$ cat src/rtl/lbs_pkg.sv
package lbs_pkg;
  // True once a cycle count has reached a programmed delay.
  function automatic logic reached(input int unsigned count, input int unsigned limit);
    return count >= limit;
  endfunction

  // Count that climbs by one and stops at its limit.
  function automatic int unsigned sat_step(input int unsigned count, input int unsigned limit);
    return (count >= limit) ? limit : count + 1;
  endfunction
endpackage

$ cat src/rtl/lbs_sync.sv
module lbs_sync #(
  parameter int WIDTH   = 1,
  parameter int STAGES  = 2,
  parameter bit RST_ONE = 1'b0
) (
  input  logic             clk,
  input  logic             rst_n,
  input  logic [WIDTH-1:0] d,
  output logic [WIDTH-1:0] q
);
  localparam logic [WIDTH-1:0] RST_VAL = {WIDTH{RST_ONE}};

  logic [WIDTH-1:0] stage [STAGES];

  for (genvar g = 0; g < STAGES; g++) begin : g_stage
    always_ff @(posedge clk) begin
      if (!rst_n) stage[g] <= RST_VAL;
      else if (g == 0) stage[g] <= d;
      else stage[g] <= stage[(g == 0) ? 0 : g-1];
    end
  end

  assign q = stage[STAGES-1];
endmodule

$ cat src/rtl/lbs_ctrl.sv
module lbs_ctrl #(
  parameter int ADDR_W      = 10,
  parameter int OE_DELAY    = 2,
  parameter int VALID_DELAY = 4
) (
  input  logic              clk,
  input  logic              rst_n,
  input  logic              e_s,
  input  logic              w_s,
  input  logic [ADDR_W-1:0] a_s,
  output logic              e_fall,
  output logic              wr_commit,
  output logic [ADDR_W-1:0] lat_addr,
  output logic              oe,
  output logic              data_valid
);
  localparam int CNT_W = $clog2(VALID_DELAY + 1);

  logic             e_q, w_q;
  logic [CNT_W-1:0] cnt;
  logic             e_rise, w_rise, wr_window;

  always_ff @(posedge clk) begin
    if (!rst_n) begin
      e_q <= 1'b1;
      w_q <= 1'b1;
    end else begin
      e_q <= e_s;
      w_q <= w_s;
    end
  end

  assign e_fall    = e_q & ~e_s;
  assign e_rise    = ~e_q & e_s;
  assign w_rise    = ~w_q & w_s;
  assign wr_window = ~e_q & ~w_q;
  assign wr_commit = wr_window & (e_rise | w_rise);

  always_ff @(posedge clk) begin
    if (!rst_n) lat_addr <= '0;
    else if (e_fall) lat_addr <= a_s;
  end

  always_ff @(posedge clk) begin
    if (!rst_n || e_s) cnt <= '0;
    else cnt <= CNT_W'(lbs_pkg::sat_step(int'(cnt), VALID_DELAY));
  end

  assign oe         = ~e_s & w_s & lbs_pkg::reached(int'(cnt), OE_DELAY);
  assign data_valid = oe & lbs_pkg::reached(int'(cnt), VALID_DELAY);
endmodule

$ cat src/rtl/lbs_array.sv
module lbs_array #(
  parameter int ADDR_W = 10
) (
  input  logic              clk,
  input  logic              we,
  input  logic [ADDR_W-1:0] addr,
  input  logic              wdata,
  output logic              rdata
);
  localparam int DEPTH = 1 << ADDR_W;

  logic cells [DEPTH];

  always_ff @(posedge clk) begin
    if (we) cells[addr] <= wdata;
  end

  assign rdata = cells[addr];
endmodule

$ cat src/rtl/latched_bit_sram.sv
module latched_bit_sram #(
  parameter int ADDR_W      = 10,
  parameter int SYNC_STAGES = 2,
  parameter int OE_DELAY    = 2,
  parameter int VALID_DELAY = 4
) (
  input  logic              clk,
  input  logic              rst_n,
  input  logic              en_n,
  input  logic              wr_n,
  input  logic [ADDR_W-1:0] addr,
  input  logic              din,
  output logic              dout,
  output logic              dout_oe
);
  localparam int DAT_W = ADDR_W + 1;

  logic [1:0]        ctl_s;
  logic [DAT_W-1:0]  dat_s;
  logic              e_s, w_s, d_s;
  logic [ADDR_W-1:0] a_s;
  logic              e_fall, wr_commit, data_valid, rdata;
  logic [ADDR_W-1:0] lat_addr;

  lbs_sync #(.WIDTH(2), .STAGES(SYNC_STAGES), .RST_ONE(1'b1)) u_ctl_sync (
    .clk(clk), .rst_n(rst_n), .d({en_n, wr_n}), .q(ctl_s)
  );

  lbs_sync #(.WIDTH(DAT_W), .STAGES(SYNC_STAGES), .RST_ONE(1'b0)) u_dat_sync (
    .clk(clk), .rst_n(rst_n), .d({addr, din}), .q(dat_s)
  );

  assign e_s = ctl_s[1];
  assign w_s = ctl_s[0];
  assign a_s = dat_s[DAT_W-1:1];
  assign d_s = dat_s[0];

  lbs_ctrl #(.ADDR_W(ADDR_W), .OE_DELAY(OE_DELAY), .VALID_DELAY(VALID_DELAY)) u_ctrl (
    .clk(clk), .rst_n(rst_n), .e_s(e_s), .w_s(w_s), .a_s(a_s),
    .e_fall(e_fall), .wr_commit(wr_commit), .lat_addr(lat_addr),
    .oe(dout_oe), .data_valid(data_valid)
  );

  lbs_array #(.ADDR_W(ADDR_W)) u_array (
    .clk(clk), .we(wr_commit), .addr(lat_addr), .wdata(d_s), .rdata(rdata)
  );

  // A write-enable rise during a read shows the new bit in its own cycle.
  assign dout = data_valid ? (wr_commit ? d_s : rdata) : 1'b0;
endmodule

$ cat config.mk
export PLATFORM = sky130hd
export DESIGN_NAME = latched_bit_sram
export DESIGN_NICKNAME = d
export VERILOG_FILES = /design/src/rtl/lbs_pkg.sv /design/src/rtl/lbs_sync.sv /design/src/rtl/lbs_ctrl.sv /design/src/rtl/lbs_array.sv /design/src/rtl/latched_bit_sram.sv
export SDC_FILE = /design/constraint.sdc
export NUM_CORES = 1
export LEC_CHECK = 0
export ABC_AREA = 1
export ABC_CLOCK_PERIOD_IN_PS = 19650
export BUFFER_PORTS_ARGS = -buffer_cell sky130_fd_sc_hd__buf_2
export CORE_MARGIN = 2
export CORE_UTILIZATION = 39
export CTS_CLUSTER_DIAMETER = 120
export DETAILED_ROUTE_END_ITERATION = 6
export REMOVE_ABC_BUFFERS = 1
export SLEW_MARGIN = 10
export SYNTH_ARGS = -nofsm -noshare
export SYNTH_HDL_FRONTEND = slang
export SYNTH_SLANG_ARGS = --single-unit
$ cat constraint.sdc
create_clock -name clk -period 19.65 [get_ports clk]
set_input_delay 3.93 -clock clk [delete_from_list [all_inputs] [get_ports clk]]
set_output_delay 3.93 -clock clk [all_outputs]
set_load 0.02 [all_outputs]
# [After elaboration in Yosys (flattened, before gate mapping)]
# Memory sizes are Yosys's and may differ from the RTL's. A register that Yosys moved wholly into a read port is not among the register bits.
# Index checks and enable logic that the tools add are counted.
[totals] ff_bits=15 ramBits=1050 in_bits=15 output_inout_bits=2 elab_cells=43 memories=3
[mem_list] name="u_array.cells" words=1024 word_bits=1 rd=1 rd_clocked_by_memory_dff=1 wr=1 line_no="lbs_array.sv:12" rtl="logic cells [DEPTH];"
[mem_list] name="u_dat_sync.stage" words=2 word_bits=11 rd=2 rd_clocked_by_memory_dff=0 wr=2 line_no="lbs_sync.sv:13" rtl="logic [WIDTH-1:0] stage [STAGES];"
[mem_list] name="u_ctl_sync.stage" words=2 word_bits=2 rd=2 rd_clocked_by_memory_dff=0 wr=2 line_no="lbs_sync.sv:13"
[classes] n_addsub=1 magnitude_cmp=2 n_mux=13 bitwise=16 reduce_logical=3
[ops] cell="two-way mux 11 bit" n=2
[ops] cell="two-way mux 10 bit" n=2
[ops] cell="AND 1 bit" n=8
[ops] cell="two-way mux 1 bit" n=6
[ops] cell="bitwise OR 1 bit" n=5
[ops] cell="two-way mux 2 bit" n=2
[ops] cell="adder 3 x 1 -> 3 bit, second input constant" n=1
[ops] cell=">= comparator 3 x 2 -> 1 bit, second input constant" n=1
[ops] cell=">= comparator 3 bit, second input constant" n=1
[ops] cell="two-way mux 3 bit" n=1
[ops] cell="NOT 1 bit" n=3
[ops] cell="OR reduction 2 bit" n=1
[ops] cell="zero test 1 bit" n=1
[ops] cell="logical OR 1 bit" n=1

# [Longest topological paths before layout]
[depth] ltp_word=6 depth_mapped=18

# [Cells and area by module]
# Synthesis repeated with hierarchy kept, for this count alone.
[unflattened] hier_cells=5057 area_unflattened_um2=47678.2
[by_module_without_submodules] mod="lbs_array" instances=1 cells_each=4881 area_each_um2=46279.4 seq_area_each_um2=30749.5
[by_module_without_submodules] mod="lbs_ctrl" instances=1 cells_each=91 area_each_um2=639.4 seq_area_each_um2=300.3
[by_module_without_submodules] mod="lbs_sync at u_dat_sync" instances=1 cells_each=68 area_each_um2=628.1 seq_area_each_um2=440.4
[by_module_without_submodules] mod="lbs_sync at u_ctl_sync" instances=1 cells_each=12 area_each_um2=110.1 seq_area_each_um2=80.1
[by_module_without_submodules] mod="latched_bit_sram" instances=1 cells_each=5 area_each_um2=21.3 seq_area_each_um2=0.0

# [Least setup slack after synthesis]
# Ideal clock, no wire load.
[synth_timing] path_kind="reg2out" from="memory u_dat_sync.stage[1][0] (netlist name)" to="output dout" arrival_time_ps=13712 slack_ps=2008 stages_incl_launch_ff=5 path_cell_list="dfxtp_1 -> nor2_1 -> nor4_1 -> nand2_1 -> inv_1"
[synth_lines] element="from (decl)" line_no="lbs_sync.sv:13"
[synth_lines] element="to (decl)" line_no="latched_bit_sram.sv:13" rtl="output logic dout,"

==> flow_metrics.tcl <==
set metrics [dict create \
    synth_adder_area_share_pct 0.05235 \
    finalPower_uw 4757 \
    mappedNetlistArea_sq_um 47800 \
    cts.sinks 1075 \
    synth_area_leaders "edfxtp_1 (64%), nand3_1 (11%), nand2_1 (8.8%)" \
    cp_common_cell "nand3_1" \
    nets 4608 \
    ir_drop_uv 85.11 \
    status "complete, no violations" \
    io_pins 17 \
    grt_pass1_vias 32820 \
    crit_arrival_ns 5.51 \
    sequentialPowerShare_pct 52.8 \
    async_reset_ff_share_pct 0 \
    drtIter0Drc 4514 \
    p_int_uw 3675 \
    num_rows 128 \
    power.switching_uw 1082 \
    synth-compound-area-share_pct 0.2199 \
    die_y_um 354.1 \
    core_area_sq_um 121700 \
    yosysUniqueCellTypes 23 \
    antenna_found_initial 4 \
    worst-path-buf-inv 5 \
    dieArea_sq_um 125400 \
    setup_tns_ns 0 \
    cts-root-buf "clkbuf_16" \
    relSlewSlack_pct 15.72 \
    yosysTopAreaCell "edfxtp_1" \
    hold_class "flop to flop" \
    swShare_pct 22.75 \
    syn_to_final_growth_pct 8.543 \
    yosysWarnings 0 \
    slew_viol_final 0 \
    cts_tree "yes" \
    cts_buffer_depth 3 \
    grt_remaining_overflow 0 \
    routed_via_density 5.533 \
    detail-route-antenna-nets 0 \
    worstMarginPinSlew_ns 1.263 \
    layout_min_cycle_time_ns 9.445 \
    fp.dieW_um 354.1 \
    synth_common_cells "nand2_1 (1,118), nor2_1 (1,046), nand3_1 (1,029)" \
    h-tree-depth 3 \
    synth.avg_cell_area_sq_um 9.918 \
    fin_worst_skew_ns 0.03199 \
    layout-drive-gt1-share_pct 6.000 \
    fillers 11830 \
    critPathMaxFanout 260 \
    portBuffers 16 \
    drt_drc_violations_left 0 \
    place_ws_ns 11.01 \
    rsz0062_at_grt "no" \
    timing.hold.ws_ns 0.4070 \
    setup_viol 0 \
    syn_inst 4820 \
    yosysTopAreaCellShare_pct 64.32 \
    initial_core_util_pct 39.28 \
    powerDensity_nw_per_um2 91.68 \
    yosys.area_share.simple_pct 28.18 \
    path_class "flop to output port" \
    crit_chain "inv_16 > buf_12 > buf_4 > nand2_1 > nand3_1 > nand3_1 > nand3_1 > nand3_1 > nand3_1 > nand3_1 > nand3_1 > nand2_1 > nand2_1 > nand3b_1 > nand3_1 > nand2_1 > inv_1 > buf_2" \
    power_frac_comb_pct 5.1 \
    numCtsBuffers 106 \
    drt-total-wl_um 142900 \
    synth_top_flop_cell "edfxtp_1" \
    muxShareOfSynthArea_pct 0 \
    synth_top_family_by_area "simple AND/OR/NAND/NOR gates" \
    yosysSeqAreaShare_pct 66.46 \
    worst_path_max_delay_cell "buf_4" \
    synth_edf_count 1024 \
    wl_per_cell_um 22.65 \
    clkPwrFrac_pct 42.1 \
    clk_pin_slew_worst_paths_ns 0.06 \
    fin_ws_ns 10.21 \
    postCtsHoldBufs 0 \
    cp-end-kind "output port" \
    grt_max_degree 263 \
    gp_congestion 0.7764 \
    cp_slowest_stage_delay_ns 0.87 \
    hold_violations 0 \
    p_leak_uw 0.01701 \
    dp_hpwl_um 64390 \
    timing.final.crit_share_pct 48.06 \
    worstPathRequired_ns 15.72 \
    grt_pass1_wl_um 211800 \
    cts_resized 0 \
    max_freq_ghz 0.1059 \
    synth_xor_area_share_pct 0 \
    maxCapViolations 0 \
    via_count 34910 \
    drtPass1Iterations 5 \
    ys_seq_elements 1075 \
    grtUsageTotal_pct 22.35 \
    start_kind "flop" \
    post_cts_buffers 0 \
    clk-insertion-delay-late_ns 0.70 \
    critical_path.top_delay_family "buffers and inverters" \
    synth.most_common_cell "nand2_1" \
]
logic make-up after synthesis:
| kind of cell | after synthesis |
|---|---|
| simple gates | 3230 |
| buf+inv | 492 |
| fa+ha+maj | 2 |
| flops | 1075 |
| compound gates | 21 |
layout by cell type, fill, tap and decap left out, types with 11 or more instances in the layout:
| cell type | Yosys | final |
|---|---|---|
| edfxtp_1 | 1024 | 1024 |
| o21ai_0 | 11 | 11 |
| clkbuf_1 | 184 | 17 |
| clkinv_1 | 2 | 31 |
| nand3_1 | 1029 | 1023 |
| buf_2 | 139 | 16 |
| nor2_1 | 1046 | 1046 |
| clkinv_2 | 0 | 20 |
| nor3_1 | 26 | 23 |
| clkbuf_16 | 0 | 108 |
| dfxtp_1 | 51 | 45 |
| buf_4 | 12 | 62 |
| nand2_2 | 0 | 19 |
| nand2_1 | 1118 | 1097 |
| inv_1 | 68 | 66 |
sequential cells by signal (all words and copies together) (netlist names), named ones only:
| signal | count |
|---|---|
| u_ctrl.e_q | 1 |
| u_ctl_sync.stage | 4 |
| u_ctrl.cnt | 3 |
| u_ctrl.w_q | 1 |
| u_dat_sync.stage | 22 |
| u_array.cells | 1024 |
| u_ctrl.lat_addr | 10 |
worst paths after layout:
path                                from  cells after the start  slack (ns)                     end
setup / recovery                    flop                     18       10.21                    dout
hold / removal    u_dat_sync.stage[0][0]                      2        0.41  u_dat_sync.stage[1][0]
setup reg to reg  u_dat_sync.stage[1][0]                      2       16.44      u_array.cells[906]
hold reg to reg   u_dat_sync.stage[0][0]                      2        0.41  u_dat_sync.stage[1][0]
layout make-up:
class | count | area (sq um) | area share, %
Clock inverter | 61 | 490.5 | 0.9452
Tap cell | 1625 | 2033 | 3.918
Clock buffer | 139 | 2929 | 5.645
Multi-Input combinational cell | 3253 | 13710 | 26.42
Inverter | 73 | 306.5 | 0.5908
Antenna cell | 1 | 2.502 | 0.004823
Sequential cell | 1075 | 31790 | 61.27
Timing Repair Buffer | 82 | 625.6 | 1.206
power groups by stage:
| stage | sequential (uW) | clock, uW | combinational [uW] |
|---|---|---|---|
| 2_1_floorplan | 2610 | 0 | 149 |
| 3_3_place_gp | 2560 | 0 | 238 |
| 3_5_place_dp | 2560 | 0 | 239 |
| 4_1_cts | 2510 | 2030 | 240 |
| 5_1_grt | 2510 | 2110 | 264 |
| 6_report | 2510 | 2000 | 242 |
routing by layer:
| metal | routed length, um | GRT usage, % |
|---|---|---|
| met5 | 9 | 0 |
| met4 | 4862 | 7.754 |
| met3 | 12400 | 2.596 |
| met2 | 67750 | 36.89 |
| met1 | 57880 | 30.62 |
worst reg2reg max path, stage by stage (launching register included):
cell,delay (ns)
dfxtp_4,0.96
buf_4,0.91
buf_12,0.67
stage by stage:
stage | instance area [sq um] | utilization, % | cells
after floorplan | 45650 | - | 4401
after global placement | 48470 | 39.82 | 6108
after detailed placement | 48470 | 39.82 | 6108
after CTS | 51890 | 42.63 | 6308
after global routing | 51890 | 42.63 | 6308
final | 51890 | 42.63 | 6309
(Power assumes the default switching activity.)
